## src/rtl/dbr_pkg.sv

```systemverilog
package dbr_pkg;

    localparam int LFSR_W = 16;
    localparam logic [LFSR_W-1:0] LFSR_SEED = 16'hACE1;

    // One step of the replacement LFSR (shift toward MSB, feedback into bit 0)
    function automatic logic [LFSR_W-1:0] lfsr_step(input logic [LFSR_W-1:0] s);
        return {s[LFSR_W-2:0], s[15] ^ s[13] ^ s[12] ^ s[10]};
    endfunction

    // Kind of access being handled this cycle
    typedef enum logic [1:0] {
        OP_IDLE   = 2'd0,
        OP_HIT    = 2'd1,
        OP_FILL   = 2'd2,
        OP_BYPASS = 2'd3
    } op_e;

    // Reason a victim was chosen
    typedef enum logic [1:0] {
        SRC_EMPTY = 2'd0,
        SRC_DEAD  = 2'd1,
        SRC_LRU   = 2'd2,
        SRC_RAND  = 2'd3
    } vsrc_e;

endpackage

```

## src/rtl/dbr_first_one.sv

```systemverilog
module dbr_first_one #(
    parameter int N = 16,
    localparam int IW = (N > 1) ? $clog2(N) : 1
) (
    input  logic [N-1:0]  vec,
    output logic          found,
    output logic [IW-1:0] idx
);
    // Lowest set bit wins: scan from the top so lower indices overwrite
    always_comb begin
        found = 1'b0;
        idx   = '0;
        for (int i = N - 1; i >= 0; i--) begin
            if (vec[i]) begin
                found = 1'b1;
                idx   = IW'(i);
            end
        end
    end
endmodule

```

## src/rtl/dbr_lfsr.sv

```systemverilog
module dbr_lfsr
    import dbr_pkg::*;
(
    input  logic              clk,
    input  logic              rst,
    input  logic              step,
    output logic [LFSR_W-1:0] state
);
    always_ff @(posedge clk) begin
        if (rst) begin
            state <= LFSR_SEED;
        end else if (step) begin
            state <= lfsr_step(state);
        end
    end

    a_r8_lfsr_nonzero: assert property (@(posedge clk) disable iff (rst)
        state != '0);

    a_r8_lfsr_holds: assert property (@(posedge clk) disable iff (rst)
        !step |=> $stable(state));
endmodule

```

## src/rtl/dbr_lru_ranks.sv

```systemverilog
module dbr_lru_ranks #(
    parameter int SETS = 4,
    parameter int WAYS = 16,
    localparam int SET_W = (SETS > 1) ? $clog2(SETS) : 1,
    localparam int WAY_W = $clog2(WAYS)
) (
    input  logic             clk,
    input  logic             rst,
    input  logic [SET_W-1:0] rd_set,
    input  logic             touch_en,
    input  logic [SET_W-1:0] touch_set,
    input  logic [WAY_W-1:0] touch_way,
    output logic [WAY_W-1:0] lru_way
);
    localparam logic [WAY_W-1:0] OLDEST = WAY_W'(WAYS - 1);

    // Rank 0 = most recent, WAYS-1 = least recent; ranks of a set form a permutation
    logic [SETS-1:0][WAYS-1:0][WAY_W-1:0] rank_q;

    for (genvar s = 0; s < SETS; s++) begin : g_set
        always_ff @(posedge clk) begin
            if (rst) begin
                for (int v = 0; v < WAYS; v++) begin
                    rank_q[s][v] <= WAY_W'(v);
                end
            end else if (touch_en && touch_set == SET_W'(s)) begin
                for (int v = 0; v < WAYS; v++) begin
                    if (WAY_W'(v) == touch_way) begin
                        rank_q[s][v] <= '0;
                    end else if (rank_q[s][v] < rank_q[s][touch_way]) begin
                        rank_q[s][v] <= rank_q[s][v] + 1'b1;
                    end
                end
            end
        end
    end

    logic [WAYS-1:0] is_oldest;
    logic            oldest_found;

    always_comb begin
        for (int v = 0; v < WAYS; v++) begin
            is_oldest[v] = (rank_q[rd_set][v] == OLDEST);
        end
    end

    dbr_first_one #(.N(WAYS)) u_oldest (
        .vec   (is_oldest),
        .found (oldest_found),
        .idx   (lru_way)
    );

    // exactly one way of the looked-up set holds the oldest rank
    a_r7_single_oldest: assert property (@(posedge clk) disable iff (rst)
        $onehot(is_oldest) && oldest_found);

    // a touched way is most recent afterwards
    a_r7_touch_mru: assert property (@(posedge clk) disable iff (rst)
        touch_en |=> rank_q[$past(touch_set)][$past(touch_way)] == '0);
endmodule

```

## src/rtl/deadblk_repl.sv

```systemverilog
module deadblk_repl
    import dbr_pkg::*;
#(
    parameter int SETS = 4,
    parameter int WAYS = 16,
    localparam int SET_W = (SETS > 1) ? $clog2(SETS) : 1,
    localparam int WAY_W = $clog2(WAYS)
) (
    input  logic             clk,
    input  logic             rst,
    input  logic             mode_rand,
    input  logic             req_valid,
    input  logic             req_hit,
    input  logic [SET_W-1:0] req_set,
    input  logic [WAY_W-1:0] req_way,
    input  logic             pred_dead,
    output logic             rsp_valid,
    output logic             rsp_bypass,
    output logic             rsp_alloc,
    output logic [WAY_W-1:0] rsp_way
);
    // Per-line metadata: presence and the single dead-prediction bit
    logic [SETS-1:0][WAYS-1:0] valid_q;
    logic [SETS-1:0][WAYS-1:0] dead_q;
    logic [SET_W-1:0]          rsp_set_q;

    logic [WAYS-1:0] cur_valid, cur_dead;
    assign cur_valid = valid_q[req_set];
    assign cur_dead  = dead_q[req_set];

    op_e op;
    always_comb begin
        if (!req_valid)     op = OP_IDLE;
        else if (req_hit)   op = OP_HIT;
        else if (pred_dead) op = OP_BYPASS;
        else                op = OP_FILL;
    end

    // Candidate searches
    logic             empty_found, dead_found;
    logic [WAY_W-1:0] empty_idx, dead_idx, lru_way;
    logic [LFSR_W-1:0] lfsr_q;

    dbr_first_one #(.N(WAYS)) u_empty (
        .vec   (~cur_valid),
        .found (empty_found),
        .idx   (empty_idx)
    );

    dbr_first_one #(.N(WAYS)) u_dead (
        .vec   (cur_dead & cur_valid),
        .found (dead_found),
        .idx   (dead_idx)
    );

    dbr_lfsr u_lfsr (
        .clk   (clk),
        .rst   (rst),
        .step  (op == OP_FILL || op == OP_BYPASS),
        .state (lfsr_q)
    );

    // Victim priority: empty way, then dead way, then the default policy
    vsrc_e            src;
    logic [WAY_W-1:0] victim;
    always_comb begin
        if (empty_found)     src = SRC_EMPTY;
        else if (dead_found) src = SRC_DEAD;
        else if (mode_rand)  src = SRC_RAND;
        else                 src = SRC_LRU;
        unique case (src)
            SRC_EMPTY: victim = empty_idx;
            SRC_DEAD:  victim = dead_idx;
            SRC_RAND:  victim = lfsr_q[WAY_W-1:0];
            default:   victim = lru_way;
        endcase
    end

    dbr_lru_ranks #(.SETS(SETS), .WAYS(WAYS)) u_lru (
        .clk       (clk),
        .rst       (rst),
        .rd_set    (req_set),
        .touch_en  (op == OP_HIT || op == OP_FILL),
        .touch_set (req_set),
        .touch_way ((op == OP_HIT) ? req_way : victim),
        .lru_way   (lru_way)
    );

    // Metadata update
    always_ff @(posedge clk) begin
        if (rst) begin
            valid_q <= '0;
            dead_q  <= '0;
        end else begin
            unique case (op)
                OP_HIT: begin
                    dead_q[req_set][req_way] <= pred_dead;
                end
                OP_FILL: begin
                    valid_q[req_set][victim] <= 1'b1;
                    dead_q[req_set][victim]  <= 1'b0;
                end
                default: ;
            endcase
        end
    end

    // Registered decision
    always_ff @(posedge clk) begin
        if (rst) begin
            rsp_valid  <= 1'b0;
            rsp_bypass <= 1'b0;
            rsp_alloc  <= 1'b0;
            rsp_way    <= '0;
            rsp_set_q  <= '0;
        end else begin
            rsp_valid  <= req_valid;
            rsp_bypass <= (op == OP_BYPASS);
            rsp_alloc  <= (op == OP_FILL);
            rsp_way    <= (op == OP_FILL) ? victim : '0;
            rsp_set_q  <= req_set;
        end
    end

    // one response per request, one cycle later
    a_r1_resp_follows: assert property (@(posedge clk) disable iff (rst)
        req_valid |=> rsp_valid);
    a_r1_no_spurious: assert property (@(posedge clk) disable iff (rst)
        !req_valid |=> !rsp_valid);

    // a set with a free way never evicts a valid line
    a_r2_empty_first: assert property (@(posedge clk) disable iff (rst)
        (op == OP_FILL && !(&cur_valid)) |=> rsp_alloc && !$past(cur_valid[victim]));

    // a full set with a dead line evicts a dead line
    a_r3_dead_victim: assert property (@(posedge clk) disable iff (rst)
        (op == OP_FILL && (&cur_valid) && (|cur_dead))
        |=> rsp_alloc && ((($past(cur_dead) >> rsp_way) & WAYS'(1)) != '0));

    // bypass leaves all metadata untouched
    a_r4_bypass_quiet: assert property (@(posedge clk) disable iff (rst)
        op == OP_BYPASS |=> rsp_bypass && !rsp_alloc && $stable(valid_q) && $stable(dead_q));

    // an allocated line is valid and not dead
    a_r5_fill_state: assert property (@(posedge clk) disable iff (rst)
        rsp_alloc |-> valid_q[rsp_set_q][rsp_way] && !dead_q[rsp_set_q][rsp_way]);

    // hit refreshes the dead bit and allocates nothing
    a_r6_hit_update: assert property (@(posedge clk) disable iff (rst)
        op == OP_HIT |=> !rsp_alloc && !rsp_bypass
                         && dead_q[$past(req_set)][$past(req_way)] == $past(pred_dead));

    // the two outcomes of a response exclude each other
    a_r4_exclusive: assert property (@(posedge clk) disable iff (rst)
        $onehot0({rsp_bypass, rsp_alloc}));
endmodule

```

## config.mk

```make
export PLATFORM = sky130hd
export DESIGN_NAME = deadblk_repl
export DESIGN_NICKNAME = d
export VERILOG_FILES = /design/src/rtl/dbr_pkg.sv /design/src/rtl/dbr_first_one.sv /design/src/rtl/dbr_lfsr.sv /design/src/rtl/dbr_lru_ranks.sv /design/src/rtl/deadblk_repl.sv
export SDC_FILE = /design/constraint.sdc
export NUM_CORES = 2
export LEC_CHECK = 0
export ABC_AREA = 1
export ABC_CLOCK_PERIOD_IN_PS = 5760
export BUFFER_PORTS_ARGS = -buffer_cell sky130_fd_sc_hd__buf_2
export CORE_ASPECT_RATIO = 0.7
export CORE_UTILIZATION = 35
export CTS_CLUSTER_DIAMETER = 200
export DETAILED_ROUTE_END_ITERATION = 7
export PLACE_DENSITY = 0.48
export SETUP_SLACK_MARGIN = 0.02
export SYNTH_ARGS = -nofsm -noshare
export SYNTH_HDL_FRONTEND = slang
export SYNTH_SLANG_ARGS = --single-unit
```

## constraint.sdc

```tcl
create_clock -name clk -period 5.76 [get_ports clk]
set_input_delay 0.288 -clock clk [delete_from_list [all_inputs] [get_ports clk]]
set_output_delay 0.288 -clock clk [all_outputs]
set_load 0.05 [all_outputs]
```

==> impl_metrics.ini <==
[status]
outcome = completed

[yosys]
synthFlopType = dfxtp_1
syn_inst = 4542
synth_top_area_frac = 0.274
yosys.area.top_type = dfxtp_1
syn_area_um2 = 29700
synth_nets = 4813
synth-seq-area-share = 0.274
synth_warnings = 0
synth.ff_latch_count = 407
synth-edff-count = 0
yosysUniqueCellTypes = 48
synth.area.top_cells = dfxtp_1, nand2_1, ha_1
syn_avg_cell_area_um2 = 6.54
async_reset_ff_frac = 0

[sta]
final.setup.worst_slack_ns = 0.373
hold_viol_final = 0
fin_crit_sh = 0.935
timing.fmax_ghz = 0.186
rsz0062_at_grt = yes
period_minus_slack_ns = 5.39
slew_headroom = 0.219
worst_slew_pin_slew_ns = 1.17
setup_viol = 0
fin_skew_ns = 0.0257
drv_slew = 0
timing.setup.tns_ns = 0

[clock_tree]
cts.htree.levels = 2
cts_setup_buffers = 0
cts_tree = yes
cts_buffer_depth = 3
clk_latency_ns = 0.63
cts_root_buffer = clkbuf_16
cts_inserted_buffers = 48
path_clk_slew_ns = 0.07
clock_sink_count = 407

[routing]
drc = 0
drtPass1Iterations = 6
dr.first_iter.drc_count = 3506
routedWlPerCell_um = 20.6
detail_route.vias_per_cell = 5.44
vias = 31971
ant_nets = 0
wirelength_um = 121000

[run]
cap_violations = 0

[critical_path]
cp_data_arrival_time_ns = 5.96
cpPeakStageDelay_ns = 0.42
cp.required_ns = 6.33
path_buf_inv = 7
path_class = flip-flop to flip-flop
crit_fanout = 16
critPathSlowestCell = dfxtp_1
critical_path.most_common_cell = nand2_1
cp-end-kind = flip-flop
critPathLaunchType = flip-flop
crit_family = simple AND/OR/NAND/NOR gates

[placement]
place_congestion = 0.942
port_buffers = 18
hpwl_um = 87400
post-place-ws_ns = -0.479
placed_cells_incl_taps = 5782

[final_layout]
fin_cells = 5873
diodes = 0
nets = 4968
final_common_cell = nand2_1
final_cell_mix = nand2_1, nand3_1, dfxtp_1, inv_1, buf_4
area_growth_pct = 16.7
drive_gt1_frac = 0.112

[grt]
grt_max_degree = 129
grt_pass1_vias = 28140
grt_pass1_wl_um = 182000
grt.overflow.total = 0
grtUsageTotal = 0.277
antenna_found_initial = 2

[min_path]
hp-class = input pin to flip-flop

[floorplanning]
start_util = 0.353
die_y_um = 246
dieArea_um2 = 86100
io_pins = 19
rows = 89
coreArea_um2 = 84200
dieWidth_um = 350

[pwr]
vdd_ir_drop_max_v = 0.000214
leakagePower_nw = 16.8
power.density_nw_per_um2 = 275
==> layout make-up <==
type | count | area, µm²
multi-input cells | 3547 | 19300
flip-flops and latches | 407 | 8150
clock buffers | 62 | 1330
fillers | 9049 | 49500
repair buffers | 332 | 2800
clock inverters | 27 | 320
inverters | 361 | 1370
well taps | 1137 | 1420
==> cell families after synthesis <==
family | synth area share
and+or+nand+nor | 0.350
AOI/OAI and AO/OA | 0.155
buffers and inverters | 0.0792
DFF | 0.274
adders and majority gates | 0.109
xor gates and xnor gates | 0.0321
==> routing by layer <==
layer | part of all wire | routed length (µm) | up-vias | global-route usage
li1 | - | - | 15648 | -
met1 | 0.51 | 62000 | 14918 | 0.443
met2 | 0.37 | 44600 | 1265 | 0.361
met3 | 0.095 | 11500 | 140 | 0.0582
met4 | 0.022 | 2640 | 0 | 0.0672
met5 | 0 | 0 | - | 0
==> path summary, 6_finish.rpt <==
check,cells after the start,from,slack (ns),endpoint
worst max-delay path,41,u_lru.rank_q[247],0.37,u_lru.rank_q[199]
worst min-delay path,4,req_hit,0.15,u_lfsr.state[1]
worst max register to register,41,u_lru.rank_q[247],0.37,u_lru.rank_q[199]
worst min register to register,2,valid_q[11],0.46,valid_q[11]
==> metrics by stage <==
stage,hold slack [ns],power (mW),area [µm²],util
final,0.152,9.55,34700,0.412
after global routing,0.164,10.1,34700,0.412
after CTS,0.123,9.56,34700,0.412
after detailed placement,0.445,6.24,33000,0.392
after global placement,0.438,6.23,33000,0.392
after floorplan,0.413,5.08,29700,-
==> worst register-to-register path: cells and delay by family (launching register included) <==
family	cells	cell delay, ns
buffers and inverters	7	1.34
adders and majority gates	1	0.31
and+or+nand+nor	30	2.62
AOI/OAI and AO/OA	3	0.65
DFF	1	0.42
==> power breakdown <==
| part | total [mW] | switching, mW | internal (mW) |
|---|---|---|---|
| combinational | 3.02 | 1.88 | 1.14 |
| sequential | 3.22 | 0.247 | 2.97 |
| clock | 3.31 | 1.43 | 1.88 |
==> synth_stat cells (3+ instances only) <==
| cell | n |
|---|---|
| buf_4 | 10 |
| o21ai_1 | 15 |
| clkbuf_1 | 147 |
| a22o_1 | 22 |
| a211oi_1 | 10 |
| ha_1 | 259 |
| o21ai_0 | 236 |
| nand2_2 | 48 |
| nand3b_1 | 111 |
| or2_2 | 7 |
| nand4_1 | 52 |
| nor2_2 | 6 |
| nor2_1 | 239 |
| inv_1 | 343 |
| nor4_1 | 3 |
| o22ai_1 | 149 |
| xor2_1 | 97 |
| nand2_1 | 1453 |
| a22oi_1 | 26 |
| xnor2_1 | 12 |
| o221ai_1 | 9 |
| inv_2 | 13 |
| buf_1 | 29 |
| a21oi_1 | 178 |
| nand3_1 | 476 |
| clkinv_1 | 4 |
| dfxtp_1 | 407 |
| o221ai_2 | 6 |
| nand3_2 | 5 |
| nor2_4 | 5 |
| o21bai_1 | 3 |
| o31ai_1 | 9 |
| buf_2 | 32 |
| a31oi_1 | 70 |
| a22oi_2 | 7 |
| a221oi_1 | 24 |
| buf_6 | 9 |
==> what timing repair did <==
item	4_1_cts	5_1_grt
hold endpoints to repair	2	0
gates resized for setup	0	12
setup endpoints to repair	0	235
hold buffers	2	0
==> sequential cells by signal, summed over array words and instances, names as in the netlist <==
signal        count
u_lru.rank_q    256
dead_q           64
valid_q          64
u_lfsr.state     16
rsp_way           4
rsp_alloc         1
rsp_bypass        1
rsp_valid         1
Note: power is estimated with default switching activity, not from simulation.
